File: src/rtl/psc_pkg.sv
package psc_pkg;

    typedef enum logic [1:0] {
        ST_OFF  = 2'd0,
        ST_LOW  = 2'd1,
        ST_HIGH = 2'd2
    } psc_state_e;

endpackage

File: src/rtl/psc_count_src.sv
module psc_count_src #(
    parameter int SYNC_STAGES = 2
) (
    input  logic clk,
    input  logic rst_n,
    input  logic restart,
    input  logic use_ext,
    input  logic ext_clk,
    output logic cnt_en
);
    logic [SYNC_STAGES-1:0] sync_q;
    logic                   ext_last_q;
    logic                   half_q;
    logic                   ext_rise;

    // synchroniser chain, length chosen by parameter
    generate
        if (SYNC_STAGES == 1) begin : g_one
            always_ff @(posedge clk or negedge rst_n) begin
                if (!rst_n) sync_q <= '0;
                else        sync_q <= ext_clk;
            end
        end else begin : g_chain
            always_ff @(posedge clk or negedge rst_n) begin
                if (!rst_n) sync_q <= '0;
                else        sync_q <= {sync_q[SYNC_STAGES-2:0], ext_clk};
            end
        end
    endgenerate

    always_ff @(posedge clk or negedge rst_n) begin
        if (!rst_n) begin
            ext_last_q <= 1'b0;
            half_q     <= 1'b0;
        end else begin
            ext_last_q <= sync_q[SYNC_STAGES-1];
            half_q     <= restart ? 1'b0 : ~half_q;
        end
    end

    assign ext_rise = sync_q[SYNC_STAGES-1] & ~ext_last_q;
    assign cnt_en   = use_ext ? ext_rise : half_q;

endmodule

File: src/rtl/psc_phase_len.sv
module psc_phase_len #(
    parameter int N_W = 16,
    parameter int M_W = 3,
    localparam int CW = N_W + (1 << M_W) - 2
) (
    input  logic [N_W-1:0] div,
    input  logic [M_W-1:0] sel,
    output logic [CW-1:0]  low_len,
    output logic [CW-1:0]  high_len
);
    logic [CW-1:0] div_w;
    logic [CW-1:0] half_w;
    logic [M_W-1:0] shamt;

    assign div_w = {{(CW-N_W){1'b0}}, div};
    assign shamt = sel - M_W'(1);

    always_comb begin
        half_w = div_w << shamt;
        if (sel == '0) begin
            low_len  = CW'(1);
            high_len = (div_w > CW'(1)) ? (div_w - CW'(1)) : CW'(1);
        end else begin
            low_len  = (half_w == '0) ? CW'(1) : half_w;
            high_len = low_len;
        end
    end

endmodule

File: src/rtl/psc_channel.sv
module psc_channel
    import psc_pkg::*;
#(
    parameter int N_W = 16,
    parameter int M_W = 3,
    parameter int SYNC_STAGES = 2
) (
    input  logic           clk,
    input  logic           rst_n,
    input  logic           we,
    input  logic [N_W-1:0] wr_div,
    input  logic [M_W-1:0] wr_sel,
    input  logic           wr_en,
    input  logic           wr_ext,
    input  logic           ext_clk,
    output logic           tick,
    output logic           pin
);
    localparam int CW = N_W + (1 << M_W) - 2;

    psc_state_e     st_q, st_n;
    logic [CW-1:0]  rem_q, rem_n;
    logic [N_W-1:0] div_q;
    logic [M_W-1:0] sel_q, sel_n;
    logic           ext_q;
    logic           cnt_en;
    logic           fall_n;
    logic           tick_q, pin_q;
    logic [CW-1:0]  w_low, w_high, q_low, q_high;

    psc_count_src #(.SYNC_STAGES(SYNC_STAGES)) src_i (
        .clk     (clk),
        .rst_n   (rst_n),
        .restart (we),
        .use_ext (ext_q),
        .ext_clk (ext_clk),
        .cnt_en  (cnt_en)
    );

    psc_phase_len #(.N_W(N_W), .M_W(M_W)) wr_len_i (
        .div      (wr_div),
        .sel      (wr_sel),
        .low_len  (w_low),
        .high_len (w_high)
    );

    psc_phase_len #(.N_W(N_W), .M_W(M_W)) run_len_i (
        .div      (div_q),
        .sel      (sel_q),
        .low_len  (q_low),
        .high_len (q_high)
    );

    // configuration fields
    always_ff @(posedge clk or negedge rst_n) begin
        if (!rst_n) begin
            div_q <= '0;
            sel_q <= '0;
            ext_q <= 1'b0;
        end else if (we) begin
            div_q <= wr_div;
            sel_q <= wr_sel;
            ext_q <= wr_ext;
        end
    end

    // next state: WRITE_ON, WRITE_OFF, LOW_DONE, HIGH_DONE
    always_comb begin
        st_n   = st_q;
        rem_n  = rem_q;
        fall_n = 1'b0;
        if (we) begin
            if (wr_en) begin
                st_n  = ST_LOW;
                rem_n = w_low;
            end else begin
                st_n  = ST_OFF;
                rem_n = '0;
            end
        end else begin
            unique case (st_q)
                ST_OFF: begin
                    rem_n = '0;
                end
                ST_LOW: begin
                    if (cnt_en) begin
                        if (rem_q <= CW'(1)) begin
                            st_n  = ST_HIGH;
                            rem_n = q_high;
                        end else begin
                            rem_n = rem_q - CW'(1);
                        end
                    end
                end
                ST_HIGH: begin
                    if (cnt_en) begin
                        if (rem_q <= CW'(1)) begin
                            st_n   = ST_LOW;
                            rem_n  = q_low;
                            fall_n = 1'b1;
                        end else begin
                            rem_n = rem_q - CW'(1);
                        end
                    end
                end
                default: begin
                    st_n  = ST_OFF;
                    rem_n = '0;
                end
            endcase
        end
    end

    assign sel_n = we ? wr_sel : sel_q;

    // state register
    always_ff @(posedge clk or negedge rst_n) begin
        if (!rst_n) begin
            st_q  <= ST_OFF;
            rem_q <= '0;
        end else begin
            st_q  <= st_n;
            rem_q <= rem_n;
        end
    end

    // outputs
    always_ff @(posedge clk or negedge rst_n) begin
        if (!rst_n) begin
            tick_q <= 1'b0;
            pin_q  <= 1'b0;
        end else begin
            tick_q <= fall_n;
            pin_q  <= (st_n == ST_HIGH) && (sel_n != '0);
        end
    end

    assign tick = tick_q;
    assign pin  = pin_q;

endmodule

File: src/rtl/tick_prescaler.sv
module tick_prescaler #(
    parameter int NCH = 2,
    parameter int N_W = 16,
    parameter int M_W = 3,
    parameter int SYNC_STAGES = 2
) (
    input  logic           clk,
    input  logic           rst_n,
    input  logic [NCH-1:0] cfg_we,
    input  logic [N_W-1:0] cfg_div,
    input  logic [M_W-1:0] cfg_sel,
    input  logic           cfg_en,
    input  logic           cfg_ext,
    input  logic [NCH-1:0] ext_clk,
    output logic [NCH-1:0] tick,
    output logic [NCH-1:0] pin_out
);

    generate
        for (genvar c = 0; c < NCH; c++) begin : g_chan
            psc_channel #(
                .N_W         (N_W),
                .M_W         (M_W),
                .SYNC_STAGES (SYNC_STAGES)
            ) chan_i (
                .clk     (clk),
                .rst_n   (rst_n),
                .we      (cfg_we[c]),
                .wr_div  (cfg_div),
                .wr_sel  (cfg_sel),
                .wr_en   (cfg_en),
                .wr_ext  (cfg_ext),
                .ext_clk (ext_clk[c]),
                .tick    (tick[c]),
                .pin     (pin_out[c])
            );
        end
    endgenerate

endmodule

File: config.mk
export PLATFORM = sky130hd
export DESIGN_NAME = tick_prescaler
export DESIGN_NICKNAME = d
export VERILOG_FILES = /design/src/rtl/psc_pkg.sv /design/src/rtl/psc_count_src.sv /design/src/rtl/psc_phase_len.sv /design/src/rtl/psc_channel.sv /design/src/rtl/tick_prescaler.sv
export SDC_FILE = /design/constraint.sdc
export NUM_CORES = 1
export LEC_CHECK = 0
export ABC_AREA = 1
export ABC_CLOCK_PERIOD_IN_PS = 2980
export BUFFER_PORTS_ARGS = -buffer_cell sky130_fd_sc_hd__buf_2
export CAP_MARGIN = 0
export CELL_PAD_IN_SITES_DETAIL_PLACEMENT = 0
export CELL_PAD_IN_SITES_GLOBAL_PLACEMENT = 2
export CORE_AREA = 5 5 169 171
export CTS_CLUSTER_DIAMETER = 40
export DETAILED_ROUTE_END_ITERATION = 8
export DIE_AREA = 0 0 174 176
export HOLD_SLACK_MARGIN = 0.1
export PLACE_DENSITY = 0.79
export SYNTH_ARGS = -nofsm -noshare
export SYNTH_HDL_FRONTEND = slang
export SYNTH_SLANG_ARGS = --single-unit
File: constraint.sdc
create_clock -name clk -period 2.98 [get_ports clk]
set_input_delay 0.596 -clock clk [delete_from_list [all_inputs] [get_ports clk]]
set_output_delay 0.596 -clock clk [all_outputs]
set_load 0.05 [all_outputs]
==> impl_metrics.ini, run 1 <==
[timing]
maxSlewViolCount = 0
fin_crit_ns = 2.34
worst_slack_ns = 0.638
tightest_slew_ns = 0.582
period_share = 0.786
setup_viol = 0
slew_headroom = 0.612
fmax_mhz = 427
rsz0062_at_grt = no
finalHoldViolCount = 0
skew_ns = 0.0219
setup_tns_ns = 0
whs_ns = 0.176

[global_routing]
grt_pass1_wl_mm = 54.8
antenna_found_initial = 0
grt_max_degree = 63
grt_util_met2 = 0.350
overflow = 0
grt_pass1_vias = 9437
grtUsageTotal = 0.228
grtUsageMet1 = 0.336
grt.busiest_layer = met2
grtUsageMet3 = 0.0366

[drt]
wl_per_cell_um = 19.2
wirelength_mm = 35.4
ant_nets = 0
drc = 0
drtIter0Drc = 866
drtPass1Iterations = 5
vias = 9938
vias_per_cell = 5.38

[floorplanning]
die_area_um2 = 30600
initial_core_util = 0.344
die_height_um = 176
design.core.area_um2 = 26700
io_pins = 31
rows = 60
die_w_um = 174

[power_and_ir_drop]
sw_frac_of_total = 0.464
power.switching_mw = 2.41
power_frac_clock = 0.251
p_leak_nw = 4.96
seqPwrFrac = 0.315
ir_drop_mv = 0.352
power_density_nw_per_um2 = 520
internal-power_mw = 2.78
pwr-share-comb = 0.434

[place]
hpwlAfterDp_mm = 27.9
gp_congestion = 0.895
dpl_worst_slack_ns = 0.501
place_inst = 1832
numPortBuffers = 30

[worst_setup_path]
crit_fanout = 19
cp-end-kind = flop
critPathRequiredTime_ns = 3.28
cp-start-kind = flop
arrival_ns = 2.64
critPathKind = reg2reg

[final_layout]
final_nets = 1551
layout.cells.non_filler = 1848
area_growth_pct = 8.48
seqCellArea_um2 = 2500
antenna_cells = 0
drive_gt1_frac = 0.0796
multi_input_area_um2 = 5800
fillers = 3013

[logic_synthesis]
ys_warn_count = 0
synth_area_leader_cell = dfrtp_1
synth_area_leaders = dfrtp_1 (27%), nand2_1 (19%), nand3_1 (12%), nor2_1 (6.5%), o21ai_0 (5.3%)
synth_area_per_cell_um2 = 6.14
synth_flop_cell = dfrtp_1
syn_nets = 1548
synth_edf_count = 0
yosysTopAreaCellShare = 0.272
ys_types = 46
syn_area_um2 = 9200
synth-seq-cells = 100
syn_inst = 1499
synth.yosys.seq_area_share = 0.272
synthArstFlopShare = 1.00

[run_status]
status = complete, no violations

[clock_tree]
cts_buffers = 9
postCtsHoldBufs = 0
cts-resized-gates = 0
clock_latency_ns = 0.38
postCtsSetupBuffers = 0
cts_tree = yes
cts_buffer_depth = 2
root_buffer = clkbuf_16
clock_sinks = 100
clkSlewWorstSetupHoldPaths_ns = 0.10
h-tree-depth = 3

[hold_path]
hold_path.class = in2async

[job]
max-cap-violations = 0
==> worst paths after layout <==
check	from	to	slack, ns	depth (start not counted)
max	g_chan[1].chan_i.sel_q[0]	g_chan[1].chan_i.rem_q[21]	0.64	10
min	rst_n	g_chan[1].chan_i.div_q[1]	0.18	1
max reg2reg	g_chan[1].chan_i.sel_q[0]	g_chan[1].chan_i.rem_q[21]	0.64	10
min reg2reg	g_chan[1].chan_i.src_i.sync_q[0]	g_chan[1].chan_i.src_i.sync_q[1]	0.36	0
max in group asynchronous	rst_n	g_chan[0].chan_i.sel_q[2]	2.10	2
min in group clk	ext_clk[1]	g_chan[1].chan_i.src_i.sync_q[0]	0.31	1
==> cells in the mapped netlist (all sizes together), types with 17 or more instances <==
cell / count
o21ai: 109
nor2: 176
nand2: 469
buf: 48
nand3: 231
nand4: 22
dfrtp: 100
clkbuf: 20
xor2: 34
o211ai: 17
ha: 22
a21oi: 52
inv: 139
==> area by class of cell <==
cell class | count | area share
Sequential cell | 100 | 0.251
Clock inverter | 7 | 0.00890
Tap cell | 341 | 0.0428
Inverter | 140 | 0.0534
Clock buffer | 9 | 0.0226
Timing Repair Buffer | 60 | 0.0404
Multi-Input combinational cell | 1191 | 0.581
==> per-layer routing <==
layer | up-vias | wire (µm)
met4 | 0 | 545
met1 | 4721 | 17300
li1 | 4913 | -
met3 | 35 | 2000
met5 | - | 0
met2 | 269 | 15600
==> flip-flops by register name (all words and copies together), names as in the netlist <==
signal,count
g_chan.chan_i.src_i.sync_q,4
g_chan.chan_i.div_q,32
g_chan.chan_i.pin,2
g_chan.chan_i.st_q,4
g_chan.chan_i.src_i.half_q,2
g_chan.chan_i.sel_q,6
g_chan.chan_i.src_i.ext_last_q,2
g_chan.chan_i.rem_q,44
g_chan.chan_i.tick,2
g_chan.chan_i.ext_q,2
==> cell families (layout without fill, tap and decap cells) <==
family	after synthesis	in the layout	synth area share
buffers and inverters	208	216	0.0975
AND/OR/NAND/NOR	921	921	0.432
XOR/XNOR	40	40	0.0381
flip-flops	100	100	0.272
AO/OA/AOI/OAI	208	208	0.131
adder cells (fa/ha/maj)	22	22	0.0299
==> stage by stage <==
stage | power (mW) | util | area (µm²)
2_1_floorplan | 3.23 | - | 9200
3_3_place_gp | 3.90 | 0.362 | 9660
3_5_place_dp | 3.89 | 0.362 | 9660
4_1_cts | 5.21 | 0.373 | 9980
5_1_grt | 5.55 | 0.373 | 9980
6_report | 5.19 | 0.373 | 9980
==> placed cells by master, fill, tap and decap left out, types with 29 or more instances in the layout <==
| cell | netlist | final |
|---|---|---|
| nand2_1 | 461 | 461 |
| nand3_1 | 229 | 229 |
| nor2_1 | 160 | 160 |
| inv_1 | 127 | 127 |
| dfrtp_1 | 100 | 100 |
| o21ai_0 | 98 | 98 |
| a21oi_1 | 52 | 52 |
| xor2_1 | 34 | 34 |
| buf_2 | 26 | 29 |
| buf_4 | 16 | 29 |
==> critical path, cell delays in order, from the launching register on <==
cell     delay (ns)
dfrtp_1        0.39
inv_2          0.26
ha_1           0.24
nand2_1        0.06
nand2_1        0.40
nand3_1        0.21
o31ai_1        0.35
nand2_1        0.15
nand2_1        0.09
nand2_1        0.05
nand3_1        0.06
==> power by group through the flow <==
stage / clock (mW) / combinational, mW / sequential, mW
3_3_place_gp: 0 / 2.24 / 1.66
2_1_floorplan: 0 / 1.63 / 1.60
3_5_place_dp: 0 / 2.23 / 1.66
4_1_cts: 1.34 / 2.24 / 1.63
6_report: 1.30 / 2.25 / 1.63
5_1_grt: 1.37 / 2.53 / 1.65
No activity file was read; power rests on OpenSTA's default activity.
==> inputs of run 2 (changes only) <==
--- a/config.mk
+++ b/config.mk
@@ -6,17 +6,17 @@
 export NUM_CORES = 1
 export LEC_CHECK = 0
 export ABC_AREA = 1
-export ABC_CLOCK_PERIOD_IN_PS = 2980
+export ABC_CLOCK_PERIOD_IN_PS = 2090
 export BUFFER_PORTS_ARGS = -buffer_cell sky130_fd_sc_hd__buf_2
 export CAP_MARGIN = 0
 export CELL_PAD_IN_SITES_DETAIL_PLACEMENT = 0
 export CELL_PAD_IN_SITES_GLOBAL_PLACEMENT = 2
-export CORE_AREA = 5 5 169 171
+export CORE_AREA = 5 5 179 181
 export CTS_CLUSTER_DIAMETER = 40
 export DETAILED_ROUTE_END_ITERATION = 8
-export DIE_AREA = 0 0 174 176
+export DIE_AREA = 0 0 184 186
 export HOLD_SLACK_MARGIN = 0.1
-export PLACE_DENSITY = 0.79
+export PLACE_DENSITY = 0.74
 export SYNTH_ARGS = -nofsm -noshare
 export SYNTH_HDL_FRONTEND = slang
 export SYNTH_SLANG_ARGS = --single-unit
==> constraint.sdc (replaced) <==
create_clock -name clk -period 2.09 [get_ports clk]
set_input_delay 0.418 -clock clk [delete_from_list [all_inputs] [get_ports clk]]
set_output_delay 0.418 -clock clk [all_outputs]
set_load 0.05 [all_outputs]
==> run 2 against run 1 <==
Effect of this change: combinational power increased by 82%; die area increased by 12%; wire length increased by 5.7%; cell count increased by 12%; clock power increased by 43%; highest routed layer unchanged.
==> impl_metrics.ini, run 2 (synthesized netlist as in run 1, its figures left out) <==
[worst_setup_path]
arrival_ns = 2.24
critPathKind = reg2reg
worst_path_most_repeated_cell = nand2_1
r2r_start = g_chan[0].chan_i.div_q[10]
cp-start-kind = flop
reg2reg_slack_ns = 0.07
path_cells = buf_4 > nor2_1 > nand2_1 > nor2_1 > nand2_1 > nand2_1 > buf_4 > clkinvlp_4 > nand2_4 > o21ai_1 > o21ai_1 > o211ai_1
r2r-end = g_chan[0].chan_i.rem_q[10]
slowest_stage = dfrtp_1
cpPeakStageDelay_ns = 0.40
path_buf_inv = 3
critPathRequiredTime_ns = 2.31
critPathTopFamily = simple AND/OR/NAND/NOR gates
cp-end-kind = flop
r2r_cells = 12
crit_fanout = 7

[timing]
finalHoldViolCount = 0
setup_viol = 0
maxSlewViolCount = 0
fmax_mhz = 495
whs_ns = 0.160
rsz0062_at_grt = yes
fin_crit_ns = 2.02
tightest_slew_ns = 0.444
setup_tns_ns = 0
skew_ns = 0.0172
period_share = 0.966
slew_headroom = 0.703

[floorplanning]
initial_core_util = 0.304
die_area_um2 = 34200
design.core.area_um2 = 30300
rows = 64
io_pins = 31
die_w_um = 184
die_height_um = 186

[place]
hpwlAfterDp_mm = 29.9
numPortBuffers = 30
gp_congestion = 0.896
place_area_um2 = 11000

[global_routing]
grt_pass1_vias = 10200
grt_max_degree = 63
grt_pass1_wl_mm = 57.9
antenna_found_initial = 0
grtUsageTotal = 0.218
overflow = 0

[hold_path]
hold_end = g_chan[1].chan_i.src_i.sync_q[0]
worst_hold_startpoint = ext_clk[1]
hold_path.class = in2reg
min_path_cells = 1

[drt]
wl_per_cell_um = 18.1
vias_per_cell = 5.04
drc = 0
drtPass1Iterations = 7
drtIter0Drc = 727
wirelength_mm = 37.4
ant_nets = 0
vias = 10400

[final_layout]
fin_area_um2 = 11700
layout_commonest_cell = nand2_1
final_nets = 1720
seqCellArea_um2 = 2510
antenna_cells = 0
area_growth_pct = 27.7
regMostFlops = g_chan.chan_i.rem_q
multi_input_area_um2 = 6080
fillers = 3364
final_util = 0.388
largest_reg_flops = 44
final_cell_mix = nand2_1 (453), nand3_1 (209), buf_4 (183)
top_regs = g_chan.chan_i.rem_q x44, g_chan.chan_i.div_q x32, g_chan.chan_i.sel_q x6
drive_gt1_frac = 0.211

[power_and_ir_drop]
finalPower_mw = 8.23
ir_drop_mv = 0.329
p_leak_nw = 5.84
power_density_nw_per_um2 = 700

[clock_tree]
root_buffer = clkbuf_16
clkSlewWorstSetupHoldPaths_ns = 0.09
cts_tree = yes
clock_sinks = 100
h-tree-depth = 3
cts_buffers = 9
cts_buffer_depth = 2
clock_latency_ns = 0.36

[job]
max-cap-violations = 0

[run_status]
status = complete, no violations
[run 2: cell types whose count changed in the layout (fill, tap and decap cells not counted), moves of 6 or more]
cell / delta
ha_1: -7
o21ai_1: +9
nand3_1: -20
o21ai_0: -9
inv_1: -8
buf_12: +8
nand2_2: +6
buf_4: +154
nor2_1: -14
nand2_1: -8
nand3_2: +20
nor2_2: +13
[run 2: area by class of cell]
| type | count | share of cell area |
|---|---|---|
| Multi-Input combinational cell | 1193 | 0.518 |
| Clock buffer | 10 | 0.0203 |
| Timing Repair Buffer | 227 | 0.152 |
| Clock inverter | 6 | 0.00671 |
| Inverter | 140 | 0.0475 |
| Sequential cell | 100 | 0.213 |
| Tap cell | 396 | 0.0422 |
[run 2: layer usage]
| metal | GRT usage | share of wire | wire (µm) |
|---|---|---|---|
| met1 | 0.286 | 0.45 | 16800 |
| met2 | 0.380 | 0.49 | 18200 |
| met3 | 0.0240 | 0.038 | 1430 |
| met4 | 0.0609 | 0.027 | 1000 |
| met5 | 0 | 0 | 0 |
[run 2: what timing repair did]
item | 4_1_cts | 5_1_grt
setup buffers | 0 | 11
pin swaps | 0 | 19
gates cloned | 0 | 3
hold buffers | 1 | 0
resized for setup | 11 | 77
endpoints found under the setup margin | 6 | 36
hold endpoints to repair | 27 | 0
[run 2: metrics by stage]
step	instances	worst slack, ns
2_1_floorplan	1499	-0.0225
5_1_grt	2072	-0.0818
3_3_place_gp	2041	-0.160
6_report	2072	0.0705
4_1_cts	2058	0.00134
3_5_place_dp	2041	-0.178
[run 2: worst max path at each step]
stage | slack, ns | to | from | cells past startpoint
final | 0.07 | g_chan[0].chan_i.rem_q[10] | g_chan[0].chan_i.div_q[10] | 12
after global routing | -0.08 | g_chan[0].chan_i.rem_q[0] | g_chan[0].chan_i.sel_q[1] | 16
after CTS | 0.001 | g_chan[0].chan_i.rem_q[0] | g_chan[0].chan_i.sel_q[1] | 16
after detailed placement | -0.18 | g_chan[0].chan_i.rem_q[0] | cfg_sel[1] | 15
after global placement | -0.16 | g_chan[0].chan_i.rem_q[0] | cfg_sel[1] | 15
after floorplan | -0.02 | g_chan[1].chan_i.rem_q[0] | g_chan[1].chan_i.sel_q[0] | 17
[run 2: report_power, final]
group          internal (mW)  switching (mW)
sequential              2.11           0.171
combinational           1.61            2.47
clock                  0.991           0.872
